<file path="config.mk">
export PLATFORM = sky130hd
export DESIGN_NAME = fetch_sequencer
export DESIGN_NICKNAME = d
export VERILOG_FILES = /design/src/rtl/fseq_pkg.sv /design/src/rtl/fseq_decode.sv /design/src/rtl/fseq_step_ctrl.sv /design/src/rtl/fseq_datapath.sv /design/src/rtl/fetch_sequencer.sv
export SDC_FILE = /design/constraint.sdc
export NUM_CORES = 1
export LEC_CHECK = 0
export BUFFER_PORTS_ARGS = -buffer_cell sky130_fd_sc_hd__buf_2
export CAP_MARGIN = 20
export CORE_MARGIN = 8
export CORE_UTILIZATION = 44
export DETAILED_ROUTE_END_ITERATION = 12
export GPL_TIMING_DRIVEN = 0
export MAX_ROUTING_LAYER = met4
export PLACE_DENSITY = 0.8
export SLEW_MARGIN = 20
export SYNTH_ARGS = -nofsm -noshare
export SYNTH_HDL_FRONTEND = slang
export SYNTH_SLANG_ARGS = --single-unit
export TNS_END_PERCENT = 100
</file>
<file path="constraint.sdc">
create_clock -name clk_i -period 2 [get_ports clk_i]
set_clock_uncertainty 0.1 [all_clocks]
set_input_delay 0 -clock clk_i [delete_from_list [all_inputs] [get_ports clk_i]]
set_output_delay 0 -clock clk_i [all_outputs]
set_load 0.02 [all_outputs]
</file>
<file path="src/rtl/fseq_pkg.sv">
package fseq_pkg;
  typedef enum logic [1:0] {
    CMD_NONE   = 2'b00,
    CMD_IFETCH = 2'b01,
    CMD_DFETCH = 2'b10,
    CMD_RSVD   = 2'b11
  } cmd_e;

  typedef enum logic [2:0] {
    ST_IDLE  = 3'd0,
    ST_ADDR  = 3'd1,
    ST_BUMP  = 3'd2,
    ST_LATCH = 3'd3,
    ST_RDON  = 3'd4,
    ST_CAPT  = 3'd5,
    ST_RDOFF = 3'd6
  } step_e;
endpackage

</file>
<file path="src/rtl/fseq_decode.sv">
module fseq_decode
  import fseq_pkg::*;
(
  input  logic [1:0] cmd_i,
  input  logic       idle_i,
  output logic       start_o,
  output logic       insn_o
);
  cmd_e cmd;
  assign cmd = cmd_e'(cmd_i);

  always_comb begin
    start_o = 1'b0;
    insn_o  = 1'b0;
    if (idle_i) begin
      unique case (cmd)
        CMD_IFETCH: begin start_o = 1'b1; insn_o = 1'b1; end
        CMD_DFETCH: start_o = 1'b1;
        default:    start_o = 1'b0;  // none and reserved
      endcase
    end
  end
endmodule

</file>
<file path="src/rtl/fseq_step_ctrl.sv">
module fseq_step_ctrl
  import fseq_pkg::*;
(
  input  logic clk_i,
  input  logic rst_ni,
  input  logic start_i,
  input  logic insn_i,
  output logic idle_o,
  output logic capt_o,
  output logic pc_wr_o,
  output logic ale_o,
  output logic rd_o,
  output logic busy_o,
  output logic done_o
);
  step_e step_q, step_d;
  logic  insn_q;

  always_comb begin
    step_d = step_q;
    unique case (step_q)
      ST_IDLE:  if (start_i) step_d = ST_ADDR;
      ST_ADDR:  step_d = ST_BUMP;
      ST_BUMP:  step_d = ST_LATCH;
      ST_LATCH: step_d = ST_RDON;
      ST_RDON:  step_d = ST_CAPT;
      ST_CAPT:  step_d = ST_RDOFF;
      ST_RDOFF: step_d = ST_IDLE;
      default:  step_d = ST_IDLE;
    endcase
  end

  always_ff @(posedge clk_i or negedge rst_ni) begin
    if (!rst_ni) begin
      step_q <= ST_IDLE;
      insn_q <= 1'b0;
    end else begin
      step_q <= step_d;
      if (start_i) insn_q <= insn_i;
    end
  end

  assign idle_o  = (step_q == ST_IDLE);
  assign busy_o  = !idle_o;
  assign capt_o  = (step_q == ST_CAPT);
  assign pc_wr_o = (step_q == ST_BUMP) && insn_q;
  assign ale_o   = (step_q == ST_LATCH);
  assign rd_o    = (step_q == ST_RDON) || (step_q == ST_CAPT);
  assign done_o  = (step_q == ST_RDOFF);
endmodule

</file>
<file path="src/rtl/fseq_datapath.sv">
module fseq_datapath #(
  parameter int ADDR_W  = 32,
  parameter int DATA_W  = 32,
  parameter int PC_STEP = 4
) (
  input  logic              clk_i,
  input  logic              rst_ni,
  input  logic              start_i,
  input  logic              insn_i,
  input  logic              capt_i,
  input  logic [ADDR_W-1:0] pc_i,
  input  logic [ADDR_W-1:0] temp_i,
  input  logic [DATA_W-1:0] mem_data_i,
  output logic [ADDR_W-1:0] mar_o,
  output logic [DATA_W-1:0] mdr_o,
  output logic [ADDR_W-1:0] pc_wdata_o
);
  localparam logic [ADDR_W-1:0] StepV = ADDR_W'(PC_STEP);

  logic [ADDR_W-1:0] mar_q;
  logic [DATA_W-1:0] mdr_q;

  always_ff @(posedge clk_i or negedge rst_ni) begin
    if (!rst_ni) begin
      mar_q <= '0;
      mdr_q <= '0;
    end else begin
      if (start_i) mar_q <= insn_i ? pc_i : temp_i;
      if (capt_i)  mdr_q <= mem_data_i;
    end
  end

  // MAR holds the PC during an instruction fetch
  assign pc_wdata_o = mar_q + StepV;
  assign mar_o      = mar_q;
  assign mdr_o      = mdr_q;
endmodule

</file>
<file path="src/rtl/fetch_sequencer.sv">
module fetch_sequencer #(
  parameter int ADDR_W  = 32,
  parameter int DATA_W  = 32,
  parameter int PC_STEP = 4
) (
  input  logic              clk_i,
  input  logic              rst_ni,
  input  logic [1:0]        cmd_i,
  input  logic [ADDR_W-1:0] pc_i,
  input  logic [ADDR_W-1:0] temp_i,
  input  logic [DATA_W-1:0] mem_data_i,
  output logic [ADDR_W-1:0] mar_o,
  output logic [DATA_W-1:0] mdr_o,
  output logic [ADDR_W-1:0] pc_wdata_o,
  output logic              pc_wr_o,
  output logic              ale_o,
  output logic              rd_o,
  output logic              busy_o,
  output logic              done_o
);
  logic idle, start, insn, capt;

  fseq_decode u_decode (
    .cmd_i  (cmd_i),
    .idle_i (idle),
    .start_o(start),
    .insn_o (insn)
  );

  fseq_step_ctrl u_ctrl (
    .clk_i  (clk_i),
    .rst_ni (rst_ni),
    .start_i(start),
    .insn_i (insn),
    .idle_o (idle),
    .capt_o (capt),
    .pc_wr_o(pc_wr_o),
    .ale_o  (ale_o),
    .rd_o   (rd_o),
    .busy_o (busy_o),
    .done_o (done_o)
  );

  fseq_datapath #(
    .ADDR_W (ADDR_W),
    .DATA_W (DATA_W),
    .PC_STEP(PC_STEP)
  ) u_dp (
    .clk_i     (clk_i),
    .rst_ni    (rst_ni),
    .start_i   (start),
    .insn_i    (insn),
    .capt_i    (capt),
    .pc_i      (pc_i),
    .temp_i    (temp_i),
    .mem_data_i(mem_data_i),
    .mar_o     (mar_o),
    .mdr_o     (mdr_o),
    .pc_wdata_o(pc_wdata_o)
  );
endmodule

</file>
==> impl_results.html, run 1 <==
<table>
<tr><th>Metric</th><th>Value</th></tr>
<tr><th colspan="2">Run status</th></tr>
<tr><td>Outcome</td><td>finished with violations</td></tr>
<tr><td>Violations in the final reports</td><td>setup timing</td></tr>
<tr><th colspan="2">Yosys</th></tr>
<tr><td>Count of flip-flops with a built-in enable after synthesis</td><td>0</td></tr>
<tr><td>Main flop type after synthesis</td><td>dfrtp_1</td></tr>
<tr><td>Sequential-to-total area share from yosys stat</td><td>0.485</td></tr>
<tr><td>Mean area per synthesized cell</td><td>11.1 sq um</td></tr>
<tr><td>Syn. warnings</td><td>0</td></tr>
<tr><td>Post-Syn Nets</td><td>roughly 420</td></tr>
<tr><td>Proportion of synthesized flip-flops having asynchronous set or reset</td><td>1.00</td></tr>
<tr><td>Synth Instances</td><td>about 320</td></tr>
<tr><td>Library cells used by synthesis</td><td>30</td></tr>
<tr><td>Area fraction of the dominant cell type after synthesis</td><td>0.485</td></tr>
<tr><td>Post-synthesis instance area</td><td>around 3500 sq um</td></tr>
<tr><td>#FFs+latches synth</td><td>between 60 and 70</td></tr>
<tr><td>Main area contributors after synthesis</td><td>dfrtp_1 (48%), mux2_2 (11%), mux2i_1 (9.4%)</td></tr>
<tr><td>Ranking of synthesized cells by instance count</td><td>dfrtp_1 (68), nor2_1 (39), mux2_2 (33), mux2i_1 (33), a21oi_1 (32)</td></tr>
<tr><td>Most instantiated library cell after synthesis</td><td>dfrtp_1</td></tr>
<tr><td>Post-synth top area cell</td><td>dfrtp_1</td></tr>
<tr><th colspan="2">GRT</th></tr>
<tr><td>Vias in the first global route</td><td>4175</td></tr>
<tr><td>Overall fraction of global-route tracks in use</td><td>0.250</td></tr>
<tr><td>Total congestion overflow after global routing</td><td>0</td></tr>
<tr><td>Pin count of the biggest net entering global routing</td><td>42</td></tr>
<tr><td>Number of antenna violations at the first check in global routing</td><td>0</td></tr>
<tr><td>Wire length of the first global-routing pass</td><td>21600 um</td></tr>
<tr><th colspan="2">Route</th></tr>
<tr><td>Vias per std cell</td><td>just over 5</td></tr>
<tr><td>Via count</td><td>3817</td></tr>
<tr><td>Antenna violation net count after detailed routing</td><td>0</td></tr>
<tr><td>Count of unresolved DRC violations after routing</td><td>0</td></tr>
<tr><td>Met2 WL post-DR</td><td>between 7000 and 8000 um</td></tr>
<tr><td>M1 WL</td><td>5090 um</td></tr>
<tr><td>Drt pass-1 iters</td><td>5</td></tr>
<tr><td>Wirelength, routed</td><td>between 10000 and 15000 um</td></tr>
<tr><td>Detailed-routed wire length on met3</td><td>about 1400 um</td></tr>
<tr><td>DR WL/cell</td><td>18.9 um</td></tr>
<tr><td>Detailed Route Iter0 Violations</td><td>about 120</td></tr>
<tr><td>Top Layer Used</td><td>met4</td></tr>
<tr><th colspan="2">Power and ir drop</th></tr>
<tr><td>Switching share of power</td><td>0.484</td></tr>
<tr><td>Max rail drop VDD</td><td>0.00113 V</td></tr>
<tr><td>Clock share of power</td><td>0.110</td></tr>
<tr><td>Overall power</td><td>around 9100 uW</td></tr>
<tr><td>Power density cells</td><td>around 1500 nW/um^2</td></tr>
<tr><td>Switching Power</td><td>4430 uW</td></tr>
<tr><td>Sequential group share of total power</td><td>0.313</td></tr>
<tr><td>Portion of total power attributed to combinational logic</td><td>0.578</td></tr>
<tr><td>Static power due to leakage</td><td>between 0.002 and 0.003 uW</td></tr>
<tr><td>Cell-internal power</td><td>roughly 4700 uW</td></tr>
<tr><th colspan="2">Flow run</th></tr>
<tr><td>Max-Cap Viols</td><td>0</td></tr>
<tr><th colspan="2">Floorplan</th></tr>
<tr><td>Number of top-level pins</td><td>between 200 and 250</td></tr>
<tr><td>Die X-Extent</td><td>between 100 and 150 um</td></tr>
<tr><td>Die area</td><td>roughly 11000 sq um</td></tr>
<tr><td>Initial core utilization</td><td>0.454</td></tr>
<tr><td>Site row count</td><td>32</td></tr>
<tr><td>Overall die height</td><td>about 110 um</td></tr>
<tr><td>Core Box Area</td><td>7730 sq um</td></tr>
<tr><th colspan="2">Final layout</th></tr>
<tr><td>Fraction of final layout cells sized beyond drive strength 1</td><td>0.484</td></tr>
<tr><td>Count of antenna diodes in the layout</td><td>0</td></tr>
<tr><td>NumNets Final</td><td>approximately 740</td></tr>
<tr><td>Final standard cell utilization of the core</td><td>0.782</td></tr>
<tr><td>Area Overhead vs Synth</td><td>72.0%</td></tr>
<tr><th colspan="2">Setup path</th></tr>
<tr><td>Register-to-register setup slack</td><td>approximately 0.27 ns</td></tr>
<tr><td>Worst Setup EP</td><td>pc_wdata_o[19]</td></tr>
<tr><td>Setup crit end kind</td><td>output port</td></tr>
<tr><td>Worst path arrival time</td><td>around 1.9 ns</td></tr>
<tr><td>Type of element launching the critical path</td><td>register</td></tr>
<tr><td>Reg2reg path depth</td><td>5</td></tr>
<tr><td>Crit Path Category</td><td>reg -&gt; out</td></tr>
<tr><td>Worst setup startpoint</td><td>u_dp.mar_o[2]$_DFFE_PN0P_</td></tr>
<tr><td>Worst flop-to-flop path startpoint</td><td>u_ctrl.step_q[0]$_DFFE_PN0P_</td></tr>
<tr><td>R2r endpoint</td><td>u_dp.mar_o[23]$_DFFE_PN0P_</td></tr>
<tr><td>Crit-path max FO</td><td>4</td></tr>
<tr><td>Data required, critical path</td><td>between 1.5 and 2 ns</td></tr>
<tr><th colspan="2">Place</th></tr>
<tr><td>Number of buffers added on ports</td><td>200</td></tr>
<tr><td>Final weighted congestion in routability-driven placement</td><td>0.911</td></tr>
<tr><td>Final HPWL DP</td><td>8920 um</td></tr>
<tr><td>Pre-CTS setup slack</td><td>between 0.04 and 0.05 ns</td></tr>
<tr><th colspan="2">STA</th></tr>
<tr><td>Worst setup margin</td><td>-0.0446 ns</td></tr>
<tr><td>Hold Vio Cnt, Final</td><td>0</td></tr>
<tr><td>Crit share post-route</td><td>1.02</td></tr>
<tr><td>Actual transition at the worst max-transition pin</td><td>between 0.4 and 0.5 ns</td></tr>
<tr><td>Setup repair after global routing missed its margin</td><td>true</td></tr>
<tr><td>Min Tclk post-route</td><td>2.04 ns</td></tr>
<tr><td>Max Clk Rate</td><td>~500 MHz</td></tr>
<tr><td>Worst hold slack across all endpoints</td><td>between 0.015 and 0.02 ns</td></tr>
<tr><td>Summed negative setup slack over all endpoints</td><td>-0.0602 ns</td></tr>
<tr><td>Number of pins exceeding their max-slew limit in the final report</td><td>0</td></tr>
<tr><td>Max_slew headroom</td><td>0.693</td></tr>
<tr><td>Total of endpoints with negative setup slack in the final report</td><td>2</td></tr>
<tr><th colspan="2">Clock network</th></tr>
<tr><td>Clock network latency to the later pin of the worst-skew pair</td><td>approximately 0.33 ns</td></tr>
<tr><td>Clock net sink count</td><td>68</td></tr>
<tr><td>Clock slew at the register clock pins of the worst setup and hold paths</td><td>approximately 0.08 ns</td></tr>
<tr><td>TritonCTS Buffers</td><td>9</td></tr>
<tr><td>Clock tree from TritonCTS</td><td>done</td></tr>
<tr><td>CTS root buf</td><td>clkbuf_8</td></tr>
<tr><td>Maximum count of clock buffers along a single path</td><td>2</td></tr>
<tr><td>H-tree depth</td><td>3</td></tr>
<tr><th colspan="2">Worst hold path</th></tr>
<tr><td>Class of the most critical hold timing path</td><td>in -&gt; async</td></tr>
</table>
-- cell families after synthesis --
group                      synth area share
and+or+nand+nor                       0.159
DFF                                   0.485
muxes                                 0.200
AOI/OAI and AO/OA                    0.0456
xor gates and xnor gates             0.0699
buffers and inverters                0.0335
adders and majority gates           0.00713
-- state kept, by name, indices dropped and copies added, names as in the netlist --
| register | count |
|---|---|
| u_ctrl.step_q | 3 |
| u_dp.mdr_o | 32 |
| u_ctrl.insn_q | 1 |
| u_dp.mar_o | 32 |
-- worst max-delay path, stage by stage (launching register included) --
cell and delay, ns:
dfrtp_2 0.40, buf_6 0.13, nand3_4 0.10, or3_4 0.45, nor3_4 0.18, xor2_1 0.18, buf_4 0.17
-- power by group through the flow --
stage | Clock, uW | Combinational [uW] | Sequential, uW
final | 1000 | 5280 | 2860
after global routing | 1090 | 5620 | 2940
after CTS | 1040 | 5050 | 2780
after detailed placement | 0 | 4660 | 2790
after global placement | 0 | 4540 | 2740
after floorplan | 0 | 2230 | 3480
-- layout make-up --
class	instances	area, sq um
Fill cell	458	1690
Sequential cell	68	1720
Buffer	16	106
Tap cell	102	128
Multi-Input combinational cell	229	1770
Clock inverter	7	50.0
Inverter	3	11.3
Timing Repair Buffer	309	2130
Clock buffer	9	124
-- per-stage QoR --
step                instances  cell area [sq um]
floorplan                 315               3510
global placement          617               4640
detailed placement        618               4660
CTS                       738               5940
global route              743               6040
finish                    743               6040
-- cell usage in the layout (no fill, tap or decap), types with 3 or more instances in the layout --
cell,n
buf_2,191
dlygate4sd3_1,97
dfrtp_1,53
nor2_1,39
mux2_2,33
mux2i_1,33
a21oi_1,32
buf_4,30
xnor2_1,19
nand2_1,15
dfrtp_2,15
nand4_1,12
xor2_1,9
clkbuf_8,9
and3_1,7
nor3_4,5
buf_6,4
inv_1,3
nand3_1,3
nor2_4,3
clkinvlp_4,3
-- layer usage --
| metal | global-route usage | vias to the layer above |
|---|---|---|
| li1 | - | 1738 |
| met1 | 0.250 | 1814 |
| met2 | 0.434 | 226 |
| met3 | 0.0853 | 39 |
| met4 | 0.106 | 0 |
| met5 | - | - |
-- how the worst min path moves through the flow --
stage,from,to,slack (ns),cells after the start
final,rst_ni,u_dp.mar_o[6]$_DFFE_PN0P_,0.02,2
after global routing,rst_ni,u_dp.mar_o[6]$_DFFE_PN0P_,0.03,2
after CTS,rst_ni,u_dp.mar_o[6]$_DFFE_PN0P_,0.03,2
after detailed placement,rst_ni,u_dp.mar_o[6]$_DFFE_PN0P_,-0.15,1
after global placement,mem_data_i[18],u_dp.mdr_o[18]$_DFFE_PN0N_,0.13,2
after floorplan,rst_ni,u_ctrl.insn_q$_DFFE_PN0P_,-0.40,0
-- what timing repair did --
action / CTS / global route
gates resized for setup: 19 / 25
setup endpoints to repair: 22 / 19
endpoints found under the hold margin: 132 / 0
hold buffers: 97 / 0
pin swaps: 6 / 11
buffers inserted: 7 / 4
cloned: 0 / 1
No activity file was read; power rests on OpenSTA's default activity.
==> inputs of run 2 (changes only) <==
--- a/config.mk
+++ b/config.mk
@@ -5,14 +5,15 @@
 export SDC_FILE = /design/constraint.sdc
 export NUM_CORES = 1
 export LEC_CHECK = 0
+export ABC_AREA = 1
 export BUFFER_PORTS_ARGS = -buffer_cell sky130_fd_sc_hd__buf_2
 export CAP_MARGIN = 20
 export CORE_MARGIN = 8
-export CORE_UTILIZATION = 44
+export CORE_UTILIZATION = 47
 export DETAILED_ROUTE_END_ITERATION = 12
 export GPL_TIMING_DRIVEN = 0
 export MAX_ROUTING_LAYER = met4
-export PLACE_DENSITY = 0.8
+export PLACE_DENSITY = 0.82
 export SLEW_MARGIN = 20
 export SYNTH_ARGS = -nofsm -noshare
 export SYNTH_HDL_FRONTEND = slang
==> run 2 against run 1 <==
The flow now finishes without violations. Wire length increased by 21%. Total power shrank 2.0%. Sequential share of layout area fell by 2.1 points. Worst setup slack improved by 0.14 ns. Fmax rose by 7.6%. First-iteration DRC count grew to 2.7 times the previous value. Count of clock-buffer cells in the layout grew 1. Sequential power about the same. Clock power up 19%. Design area rose by 7.5%. Critical path depth unchanged. Cell count up 38%. Critical path type unchanged. Critical endpoint is now pc_wdata_o[15]. Largest cell class unchanged.
==> impl_results.html, run 2 <==
<table>
<tr><th>Metric</th><th>Value</th></tr>
<tr><th colspan="2">Place</th></tr>
<tr><td>Post-Place Cell Area</td><td>5230 sq um</td></tr>
<tr><td>Pre-CTS setup slack</td><td>between 0.3 and 0.4 ns</td></tr>
<tr><td>Final HPWL DP</td><td>11000 um</td></tr>
<tr><td>Number of buffers added on ports</td><td>200</td></tr>
<tr><td>Final weighted congestion in routability-driven placement</td><td>about 0.91</td></tr>
<tr><th colspan="2">GRT</th></tr>
<tr><td>Wire length of the first global-routing pass</td><td>26600 um</td></tr>
<tr><td>Vias in the first global route</td><td>about 5400</td></tr>
<tr><td>Pin count of the biggest net entering global routing</td><td>52</td></tr>
<tr><td>Overall fraction of global-route tracks in use</td><td>0.291</td></tr>
<tr><td>Total congestion overflow after global routing</td><td>0</td></tr>
<tr><td>Number of antenna violations at the first check in global routing</td><td>1</td></tr>
<tr><th colspan="2">Clock network</th></tr>
<tr><td>TritonCTS Buffers</td><td>9</td></tr>
<tr><td>Clock network latency to the later pin of the worst-skew pair</td><td>0.34 ns</td></tr>
<tr><td>Clock net sink count</td><td>between 60 and 70</td></tr>
<tr><td>Maximum count of clock buffers along a single path</td><td>2</td></tr>
<tr><td>CTS root buf</td><td>clkbuf_8</td></tr>
<tr><td>Clock slew at the register clock pins of the worst setup and hold paths</td><td>0.09 ns</td></tr>
<tr><td>H-tree depth</td><td>3</td></tr>
<tr><td>Clock tree from TritonCTS</td><td>done</td></tr>
<tr><th colspan="2">Floorplan</th></tr>
<tr><td>Die X-Extent</td><td>approximately 110 um</td></tr>
<tr><td>Number of top-level pins</td><td>around 200</td></tr>
<tr><td>Die area</td><td>between 10000 and 15000 sq um</td></tr>
<tr><td>Overall die height</td><td>between 100 and 150 um</td></tr>
<tr><td>Core Box Area</td><td>8550 sq um</td></tr>
<tr><td>Site row count</td><td>34</td></tr>
<tr><td>Initial core utilization</td><td>0.475</td></tr>
<tr><th colspan="2">Final layout</th></tr>
<tr><td>Commonest cells after routing, fill and taps aside</td><td>nand2_1 (222), buf_2 (207), dlygate4sd3_1 (98)</td></tr>
<tr><td>Non-Filler Cell Area, Final</td><td>~6500 sq um</td></tr>
<tr><td>Fraction of final layout cells sized beyond drive strength 1</td><td>0.300</td></tr>
<tr><td>NumNets Final</td><td>1010</td></tr>
<tr><td>Area Overhead vs Synth</td><td>59.9%</td></tr>
<tr><td>FILL cells</td><td>slightly above 600</td></tr>
<tr><td>Most common cell after layout, fill and taps aside</td><td>nand2_1</td></tr>
<tr><td>Final standard cell utilization of the core</td><td>0.760</td></tr>
<tr><th colspan="2">STA</th></tr>
<tr><td>Worst setup margin</td><td>between 0.09 and 0.1 ns</td></tr>
<tr><td>Actual transition at the worst max-transition pin</td><td>between 0.9 and 1 ns</td></tr>
<tr><td>Min Tclk post-route</td><td>about 1.9 ns</td></tr>
<tr><td>Crit share post-route</td><td>0.950</td></tr>
<tr><td>Max Clk Rate</td><td>526 MHz</td></tr>
<tr><td>Max_slew headroom</td><td>0.380</td></tr>
<tr><td>Hold Vio Cnt, Final</td><td>0</td></tr>
<tr><td>Total of endpoints with negative setup slack in the final report</td><td>0</td></tr>
<tr><td>Number of pins exceeding their max-slew limit in the final report</td><td>0</td></tr>
<tr><th colspan="2">Yosys</th></tr>
<tr><td>Area fraction of the dominant cell type after synthesis</td><td>0.419</td></tr>
<tr><td>Proportion of synthesized flip-flops having asynchronous set or reset</td><td>1.00</td></tr>
<tr><td>Most instantiated library cell after synthesis</td><td>nand2_1</td></tr>
<tr><td>Ranking of synthesized cells by instance count</td><td>nand2_1 (223), inv_1 (87), dfrtp_1 (68)</td></tr>
<tr><td>Post-Syn Nets</td><td>699</td></tr>
<tr><td>Post-synthesis instance area</td><td>between 4000 and 5000 sq um</td></tr>
<tr><td>Post-synth top area cell</td><td>dfrtp_1</td></tr>
<tr><td>Main area contributors after synthesis</td><td>dfrtp_1 (42%), nand2_1 (21%), inv_1 (8.0%)</td></tr>
<tr><td>Synth Instances</td><td>around 600</td></tr>
<tr><td>Main flop type after synthesis</td><td>dfrtp_1</td></tr>
<tr><td>Combinational family with the most area after synthesis</td><td>simple AND/OR/NAND/NOR gates</td></tr>
<tr><td>Arithmetic-cell share of the synthesized area counting full adders, half adders and majority gates</td><td>0.00616</td></tr>
<tr><td>Count of flip-flops with a built-in enable after synthesis</td><td>0</td></tr>
<tr><td>Fraction of the mapped netlist area in compound gates</td><td>0.0832</td></tr>
<tr><td>Library cells used by synthesis</td><td>23</td></tr>
<tr><td>Fraction of synthesized cell area in xor and xnor cells</td><td>0.0323</td></tr>
<tr><td>Syn. warnings</td><td>0</td></tr>
<tr><td>#FFs+latches synth</td><td>68</td></tr>
<tr><td>Sequential-to-total area share from yosys stat</td><td>0.419</td></tr>
<tr><td>Share of synthesized area spent on multiplexers</td><td>0</td></tr>
<tr><td>Fraction of the mapped netlist area in simple logic gates</td><td>0.339</td></tr>
<tr><td>Mean area per synthesized cell</td><td>about 7 sq um</td></tr>
<tr><th colspan="2">Route</th></tr>
<tr><td>Antenna violation net count after detailed routing</td><td>0</td></tr>
<tr><td>Drt pass-1 iters</td><td>4</td></tr>
<tr><td>DR WL/cell</td><td>between 15 and 20 um</td></tr>
<tr><td>Vias per std cell</td><td>about 5</td></tr>
<tr><td>Count of unresolved DRC violations after routing</td><td>0</td></tr>
<tr><td>Via count</td><td>5199</td></tr>
<tr><td>Wirelength, routed</td><td>~17000 um</td></tr>
<tr><td>Detailed Route Iter0 Violations</td><td>320</td></tr>
<tr><th colspan="2">Setup path</th></tr>
<tr><td>Worst path arrival time</td><td>roughly 1.8 ns</td></tr>
<tr><td>Reg2reg path depth</td><td>9</td></tr>
<tr><td>Data required, critical path</td><td>around 1.9 ns</td></tr>
<tr><td>Setup crit end kind</td><td>output port</td></tr>
<tr><td>Type of element launching the critical path</td><td>register</td></tr>
<tr><td>Worst flop-to-flop path startpoint</td><td>u_ctrl.step_q[2]$_DFFE_PN0P_</td></tr>
<tr><td>Worst setup startpoint</td><td>u_dp.mar_o[4]$_DFFE_PN0P_</td></tr>
<tr><td>Crit-path max FO</td><td>7</td></tr>
<tr><td>Crit Path Category</td><td>reg -&gt; out</td></tr>
<tr><th colspan="2">Power and ir drop</th></tr>
<tr><td>Switching Power</td><td>~4600 uW</td></tr>
<tr><td>Switching share of power</td><td>0.512</td></tr>
<tr><td>Sequential group share of total power</td><td>0.319</td></tr>
<tr><td>Overall power</td><td>8960 uW</td></tr>
<tr><td>Cell-internal power</td><td>between 4000 and 5000 uW</td></tr>
<tr><td>Power density cells</td><td>~1400 nW/um^2</td></tr>
<tr><td>Max rail drop VDD</td><td>around 0.00080 V</td></tr>
<tr><td>Portion of total power attributed to combinational logic</td><td>0.548</td></tr>
<tr><td>Clock share of power</td><td>0.133</td></tr>
<tr><td>Static power due to leakage</td><td>roughly 0.0036 uW</td></tr>
<tr><th colspan="2">Run status</th></tr>
<tr><td>Outcome</td><td>finished clean</td></tr>
<tr><th colspan="2">Worst hold path</th></tr>
<tr><td>Class of the most critical hold timing path</td><td>in -&gt; reg</td></tr>
<tr><td>Origin of the worst min-delay path</td><td>cmd_i[0]</td></tr>
<tr><td>Number of instances on the worst hold path</td><td>3</td></tr>
<tr><th colspan="2">Flow run</th></tr>
<tr><td>Max-Cap Viols</td><td>0</td></tr>
</table>
run 2: worst max-delay path: stages, from the launching register on:
cell and delay, ns:
dfrtp_2 0.46, nand2_1 0.12, nor2_2 0.13, nand2_1 0.14
nor2_4 0.20, xor2_1 0.21, buf_2 0.20
run 2: path summary, 6_finish.rpt:
kind | to | slack (ns)
worst min-delay path | u_ctrl.insn_q$_DFFE_PN0P_ | 0.04
worst max register to register | u_dp.mar_o[31]$_DFFE_PN0P_ | 0.13
min in group asynchronous | u_dp.mar_o[27]$_DFFE_PN0P_ | 0.11
worst min register to register | u_dp.mdr_o[14]$_DFFE_PN0N_ | 0.37
max in group asynchronous | u_dp.mar_o[5]$_DFFE_PN0P_ | 0.30
worst max-delay path | pc_wdata_o[15] | 0.1
run 2: timing repair:
| action | in CTS | in global routing |
|---|---|---|
| setup buffers | 1 | 0 |
| cloned | 0 | 0 |
| pin swaps | 1 | 1 |
| hold endpoints to repair | 132 | 0 |
| gates resized for setup | 3 | 23 |
| hold buffers | 98 | 0 |
| setup endpoints to repair | 4 | 19 |
run 2: through the flow:
stage | hold WS [ns] | setup TNS [ns] | instances
after floorplan | -0.396 | 0 | 597
after global placement | 0.131 | 0 | 905
after detailed placement | -0.190 | 0 | 906
after CTS | 0.0372 | 0 | 1021
after global routing | 0.0782 | -0.0105 | 1022
final | 0.0383 | 0 | 1022
run 2: layout make-up:
class	instances	area, sq um	area share
diodes	1	2.50	0.000385
plain buffers	24	146	0.0225
clock buffers	10	138	0.0212
clock inverters	6	63.8	0.00982
inverters	91	342	0.0526
multi-input cells	414	1930	0.297
flip-flops and latches	68	1720	0.264
well taps	108	135	0.0208
repair buffers	300	2020	0.311
run 2: cells by family after synthesis:
logic type,count (synthesis)
simple gates,330
xor+xnor,15
flops,68
compound gates,67
fa+ha+maj,2
buf+inv,115
run 2: power by group through the flow:
stage | sequential, uW | clock [uW] | combinational, uW
2_1_floorplan | 3380 | 0 | 2190
3_3_place_gp | 2760 | 0 | 4450
3_5_place_dp | 2790 | 0 | 4550
4_1_cts | 2780 | 1200 | 4750
5_1_grt | 2930 | 1260 | 5370
6_report | 2860 | 1190 | 4910
run 2: routing by layer:
layer	track usage	up-vias	wire, um
met1	0.316	2382	6290
met5	-	-	0
met3	0.0668	61	1750
met4	0.117	0	568
li1	-	2438	-
met2	0.501	318	8300
==> inputs of run 3 (changes only) <==
--- a/config.mk
+++ b/config.mk
@@ -9,13 +9,14 @@
 export BUFFER_PORTS_ARGS = -buffer_cell sky130_fd_sc_hd__buf_2
 export CAP_MARGIN = 20
 export CORE_MARGIN = 8
-export CORE_UTILIZATION = 47
+export CORE_UTILIZATION = 45
 export DETAILED_ROUTE_END_ITERATION = 12
 export GPL_TIMING_DRIVEN = 0
 export MAX_ROUTING_LAYER = met4
-export PLACE_DENSITY = 0.82
+export PLACE_DENSITY = 0.8
 export SLEW_MARGIN = 20
 export SYNTH_ARGS = -nofsm -noshare
 export SYNTH_HDL_FRONTEND = slang
+export SYNTH_HIERARCHICAL = 1
 export SYNTH_SLANG_ARGS = --single-unit
 export TNS_END_PERCENT = 100
==> run 3 against run 2 <==
Synthesized area fell by 7.8%. Core utilization up 0.43 points. Via count fell by 14%. Sequential share of layout area is 1.1 points higher. Largest power group unchanged. Highest routed layer unchanged.
==> impl_results.html, run 3 <==
<table>
<tr><th>Metric</th><th>Value</th></tr>
<tr><th colspan="2">Run status</th></tr>
<tr><td>Outcome</td><td>finished clean</td></tr>
<tr><th colspan="2">Final layout</th></tr>
<tr><td>Area Overhead vs Synth</td><td>65.8%</td></tr>
<tr><td>Most common cell after layout, fill and taps aside</td><td>buf_2</td></tr>
<tr><td>Fraction of final layout cells sized beyond drive strength 1</td><td>0.395</td></tr>
<tr><td>FILL cells</td><td>between 500 and 600</td></tr>
<tr><td>Commonest cells after routing, fill and taps aside</td><td>buf_2 (205), nand2_1 (109), dlygate4sd3_1 (100)</td></tr>
<tr><td>Final standard cell utilization of the core</td><td>0.764</td></tr>
<tr><td>NumNets Final</td><td>between 800 and 900</td></tr>
<tr><td>Count of antenna diodes in the layout</td><td>0</td></tr>
<tr><td>Non-Filler Cell Area, Final</td><td>6210 sq um</td></tr>
<tr><th colspan="2">Power and ir drop</th></tr>
<tr><td>Power density cells</td><td>1490 nW/um^2</td></tr>
<tr><td>Max rail drop VDD</td><td>between 0.001 and 0.0015 V</td></tr>
<tr><td>Portion of total power attributed to combinational logic</td><td>0.557</td></tr>
<tr><td>Switching Power</td><td>between 4000 and 5000 uW</td></tr>
<tr><td>Switching share of power</td><td>0.488</td></tr>
<tr><td>Overall power</td><td>9270 uW</td></tr>
<tr><td>Static power due to leakage</td><td>0.00315 uW</td></tr>
<tr><td>Sequential group share of total power</td><td>0.307</td></tr>
<tr><td>Clock share of power</td><td>0.136</td></tr>
<tr><td>Cell-internal power</td><td>between 4000 and 5000 uW</td></tr>
<tr><th colspan="2">Setup path</th></tr>
<tr><td>Data required, critical path</td><td>approximately 1.9 ns</td></tr>
<tr><td>Ordered list of cells on the worst path</td><td>ha_4 -&gt; nand2_2 -&gt; nor2_4 -&gt; nand2_4 -&gt; nor2_4 -&gt; nand2_1 -&gt; nand2_1 -&gt; nand2_1 -&gt; buf_4</td></tr>
<tr><td>Setup crit end kind</td><td>output port</td></tr>
<tr><td>Crit-path max FO</td><td>5</td></tr>
<tr><td>CP max stage cell</td><td>dfrtp_2</td></tr>
<tr><td>Bufs and invs on worst path</td><td>1</td></tr>
<tr><td>Delay of the slowest critical-path stage</td><td>about 0.44 ns</td></tr>
<tr><td>Worst path arrival time</td><td>between 1.5 and 2 ns</td></tr>
<tr><td>Type of element launching the critical path</td><td>register</td></tr>
<tr><td>Crit Path Category</td><td>reg -&gt; out</td></tr>
<tr><td>Cell family with the largest share of critical-path delay</td><td>simple AND/OR/NAND/NOR gates</td></tr>
<tr><td>Cell repeated most along the worst path</td><td>nand2_1</td></tr>
<tr><th colspan="2">Route</th></tr>
<tr><td>M1 WL</td><td>between 6000 and 7000 um</td></tr>
<tr><td>Detailed-routed wire length on met3</td><td>1830 um</td></tr>
<tr><td>Detailed Route Iter0 Violations</td><td>232</td></tr>
<tr><td>Vias per std cell</td><td>approximately 5.2</td></tr>
<tr><td>Drt pass-1 iters</td><td>5</td></tr>
<tr><td>DR WL/cell</td><td>between 15 and 20 um</td></tr>
<tr><td>Antenna violation net count after detailed routing</td><td>0</td></tr>
<tr><td>Met2 WL post-DR</td><td>between 7000 and 8000 um</td></tr>
<tr><td>Count of unresolved DRC violations after routing</td><td>0</td></tr>
<tr><td>Top Layer Used</td><td>met4</td></tr>
<tr><td>Via count</td><td>4466</td></tr>
<tr><td>Wirelength, routed</td><td>between 15000 and 20000 um</td></tr>
<tr><th colspan="2">Yosys</th></tr>
<tr><td>#FFs+latches synth</td><td>between 60 and 70</td></tr>
<tr><td>Area fraction of the dominant cell type after synthesis</td><td>0.454</td></tr>
<tr><td>Ranking of synthesized cells by instance count</td><td>nand2_1 (110), dfrtp_1 (68), nor2_1 (64)</td></tr>
<tr><td>Main area contributors after synthesis</td><td>dfrtp_1 (45%), nand2_1 (11%), mux2_2 (9.0%)</td></tr>
<tr><td>Syn. warnings</td><td>6</td></tr>
<tr><td>Combinational family with the most area after synthesis</td><td>simple AND/OR/NAND/NOR gates</td></tr>
<tr><td>Mean area per synthesized cell</td><td>8.46 sq um</td></tr>
<tr><td>Share of synthesized area spent on multiplexers</td><td>0.0962</td></tr>
<tr><td>Proportion of synthesized flip-flops having asynchronous set or reset</td><td>1.00</td></tr>
<tr><td>Main flop type after synthesis</td><td>dfrtp_1</td></tr>
<tr><td>Post-synthesis instance area</td><td>between 3000 and 4000 sq um</td></tr>
<tr><td>Most instantiated library cell after synthesis</td><td>nand2_1</td></tr>
<tr><td>Synth Instances</td><td>between 400 and 500</td></tr>
<tr><td>Count of flip-flops with a built-in enable after synthesis</td><td>0</td></tr>
<tr><td>Fraction of the mapped netlist area in simple logic gates</td><td>0.263</td></tr>
<tr><td>Fraction of the mapped netlist area in compound gates</td><td>0.0828</td></tr>
<tr><td>Post-synth top area cell</td><td>dfrtp_1</td></tr>
<tr><td>Sequential-to-total area share from yosys stat</td><td>0.454</td></tr>
<tr><td>Arithmetic-cell share of the synthesized area counting full adders, half adders and majority gates</td><td>0.00668</td></tr>
<tr><td>Post-Syn Nets</td><td>between 500 and 600</td></tr>
<tr><td>Library cells used by synthesis</td><td>28</td></tr>
<tr><td>Fraction of synthesized cell area in xor and xnor cells</td><td>0.0371</td></tr>
<tr><th colspan="2">Floorplan</th></tr>
<tr><td>Site row count</td><td>33</td></tr>
<tr><td>Number of top-level pins</td><td>roughly 200</td></tr>
<tr><td>Die X-Extent</td><td>about 110 um</td></tr>
<tr><td>Die area</td><td>11500 sq um</td></tr>
<tr><td>Overall die height</td><td>around 110 um</td></tr>
<tr><td>Core Box Area</td><td>between 8000 and 9000 sq um</td></tr>
<tr><td>Initial core utilization</td><td>0.461</td></tr>
<tr><th colspan="2">Clock network</th></tr>
<tr><td>Clock tree from TritonCTS</td><td>done</td></tr>
<tr><td>Maximum count of clock buffers along a single path</td><td>2</td></tr>
<tr><td>CTS root buf</td><td>clkbuf_8</td></tr>
<tr><td>Clock slew at the register clock pins of the worst setup and hold paths</td><td>0.08 ns</td></tr>
<tr><td>Clock net sink count</td><td>68</td></tr>
<tr><td>Clock network latency to the later pin of the worst-skew pair</td><td>approximately 0.34 ns</td></tr>
<tr><td>H-tree depth</td><td>3</td></tr>
<tr><td>TritonCTS Buffers</td><td>9</td></tr>
<tr><th colspan="2">GRT</th></tr>
<tr><td>Vias in the first global route</td><td>~4800</td></tr>
<tr><td>Wire length of the first global-routing pass</td><td>approximately 24000 um</td></tr>
<tr><td>Number of antenna violations at the first check in global routing</td><td>0</td></tr>
<tr><td>Pin count of the biggest net entering global routing</td><td>between 40 and 50</td></tr>
<tr><td>Total congestion overflow after global routing</td><td>0</td></tr>
<tr><td>Overall fraction of global-route tracks in use</td><td>0.281</td></tr>
<tr><th colspan="2">Place</th></tr>
<tr><td>Number of buffers added on ports</td><td>200</td></tr>
<tr><td>Final weighted congestion in routability-driven placement</td><td>0.907</td></tr>
<tr><td>Final HPWL DP</td><td>roughly 11000 um</td></tr>
<tr><td>Pre-CTS setup slack</td><td>-0.140 ns</td></tr>
<tr><td>Post-Place Cell Area</td><td>slightly below 5000 sq um</td></tr>
<tr><th colspan="2">STA</th></tr>
<tr><td>Total of endpoints with negative setup slack in the final report</td><td>0</td></tr>
<tr><td>Min Tclk post-route</td><td>between 1.5 and 2 ns</td></tr>
<tr><td>Max Clk Rate</td><td>518 MHz</td></tr>
<tr><td>Worst hold slack across all endpoints</td><td>~0.023 ns</td></tr>
<tr><td>Number of pins exceeding their max-slew limit in the final report</td><td>0</td></tr>
<tr><td>Crit share post-route</td><td>0.965</td></tr>
<tr><td>Actual transition at the worst max-transition pin</td><td>between 0.7 and 0.8 ns</td></tr>
<tr><td>Max_slew headroom</td><td>0.481</td></tr>
<tr><td>Hold Vio Cnt, Final</td><td>0</td></tr>
<tr><td>Worst setup margin</td><td>about 0.07 ns</td></tr>
<tr><th colspan="2">Worst hold path</th></tr>
<tr><td>Class of the most critical hold timing path</td><td>in -&gt; reg</td></tr>
<tr><th colspan="2">Flow run</th></tr>
<tr><td>Max-Cap Viols</td><td>0</td></tr>
</table>
==> run 3: changes by cell type in the layout (fill, tap and decap cells not counted), sizes merged, moves of 7 or more <==
cell / before / now
a31oi: 0 / 13
inv: 91 / 38
mux2: 0 / 32
nand2: 226 / 117
nand3: 44 / 15
nor2: 54 / 78
o21ai: 66 / 21
o22ai: 0 / 19
xnor2: 7 / 0
xor2: 8 / 15
==> run 3: power by group through the flow <==
| stage | Combinational, uW | Clock [uW] | Sequential (uW) |
|---|---|---|---|
| 3_5_place_dp | 4830 | 0 | 2790 |
| 2_1_floorplan | 2360 | 0 | 3430 |
| 5_1_grt | 5530 | 1350 | 2930 |
| 6_report | 5160 | 1270 | 2840 |
| 3_3_place_gp | 4730 | 0 | 2750 |
| 4_1_cts | 5020 | 1290 | 2770 |
==> run 3: worst paths after layout <==
| path | from | endpoint | slack, ns | depth (start not counted) |
|---|---|---|---|---|
| min reg2reg | u_dp/mdr_o[4]$_DFFE_PN0P_ | u_dp/mdr_o[4]$_DFFE_PN0P_ | 0.39 | 1 |
| max in group asynchronous | rst_ni | u_dp/mdr_o[10]$_DFFE_PN0P_ | 0.54 | 3 |
| max reg2reg | u_ctrl/step_q[1]$_DFFE_PN0P_ | u_dp/mdr_o[2]$_DFFE_PN0P_ | 0.13 | 5 |
| min | cmd_i[1] | u_ctrl/insn_q$_DFFE_PN0P_ | 0.02 | 6 |
| max | u_dp/mar_o[3]$_DFFE_PN0P_ | pc_wdata_o[22] | 0.07 | 9 |
| min in group asynchronous | rst_ni | u_dp/mar_o[25]$_DFFE_PN0P_ | 0.09 | 3 |
==> run 3: layout make-up <==
class                           count  area, sq um  area share
Timing Repair Buffer              303         2050       0.330
Sequential cell                    68         1710       0.275
Inverter                           38          143      0.0230
Clock inverter                      4         72.6      0.0117
Clock buffer                       12          145      0.0234
Tap cell                          105          131      0.0211
Buffer                             19          106      0.0171
Multi-Input combinational cell    318         1850       0.298
==> run 3: metal layers <==
layer  up-vias  GRT usage
met1      2075      0.313
met4         0      0.114
met2       288      0.456
met3        44     0.0940
met5         -          -
li1       2059          -
==> run 3: timing repair <==
item,CTS,global route
setup endpoints to repair,33,43
hold endpoints to repair,133,0
pin swaps,0,4
gates resized for setup,11,31
setup buffers,0,2
hold buffers,100,0
==> run 3: worst register-to-register path: cells and delay by family (launching register included) <==
kind          cells  cell delay (ns)
mux               1             0.39
simple gates      2             0.35
flops             1             0.43
buf+inv           2             0.50
==> run 3: metrics by stage <==
step	std cells	TNS, ns
floorplan	443	0
global placement	748	-0.635
detailed placement	749	-1.58
CTS	865	0
global route	867	-0.00835
finish	867	0
==> run 3: kinds of logic (layout without fill, tap and decap cells) <==
kind of cell,Yosys count,after routing
multiplexers,32,32
adder cells (fa/ha/maj),2,2
XOR/XNOR,15,15
flip-flops,68,68
AND/OR/NAND/NOR,215,215
buffers and inverters,57,376
AO/OA/AOI/OAI,54,54
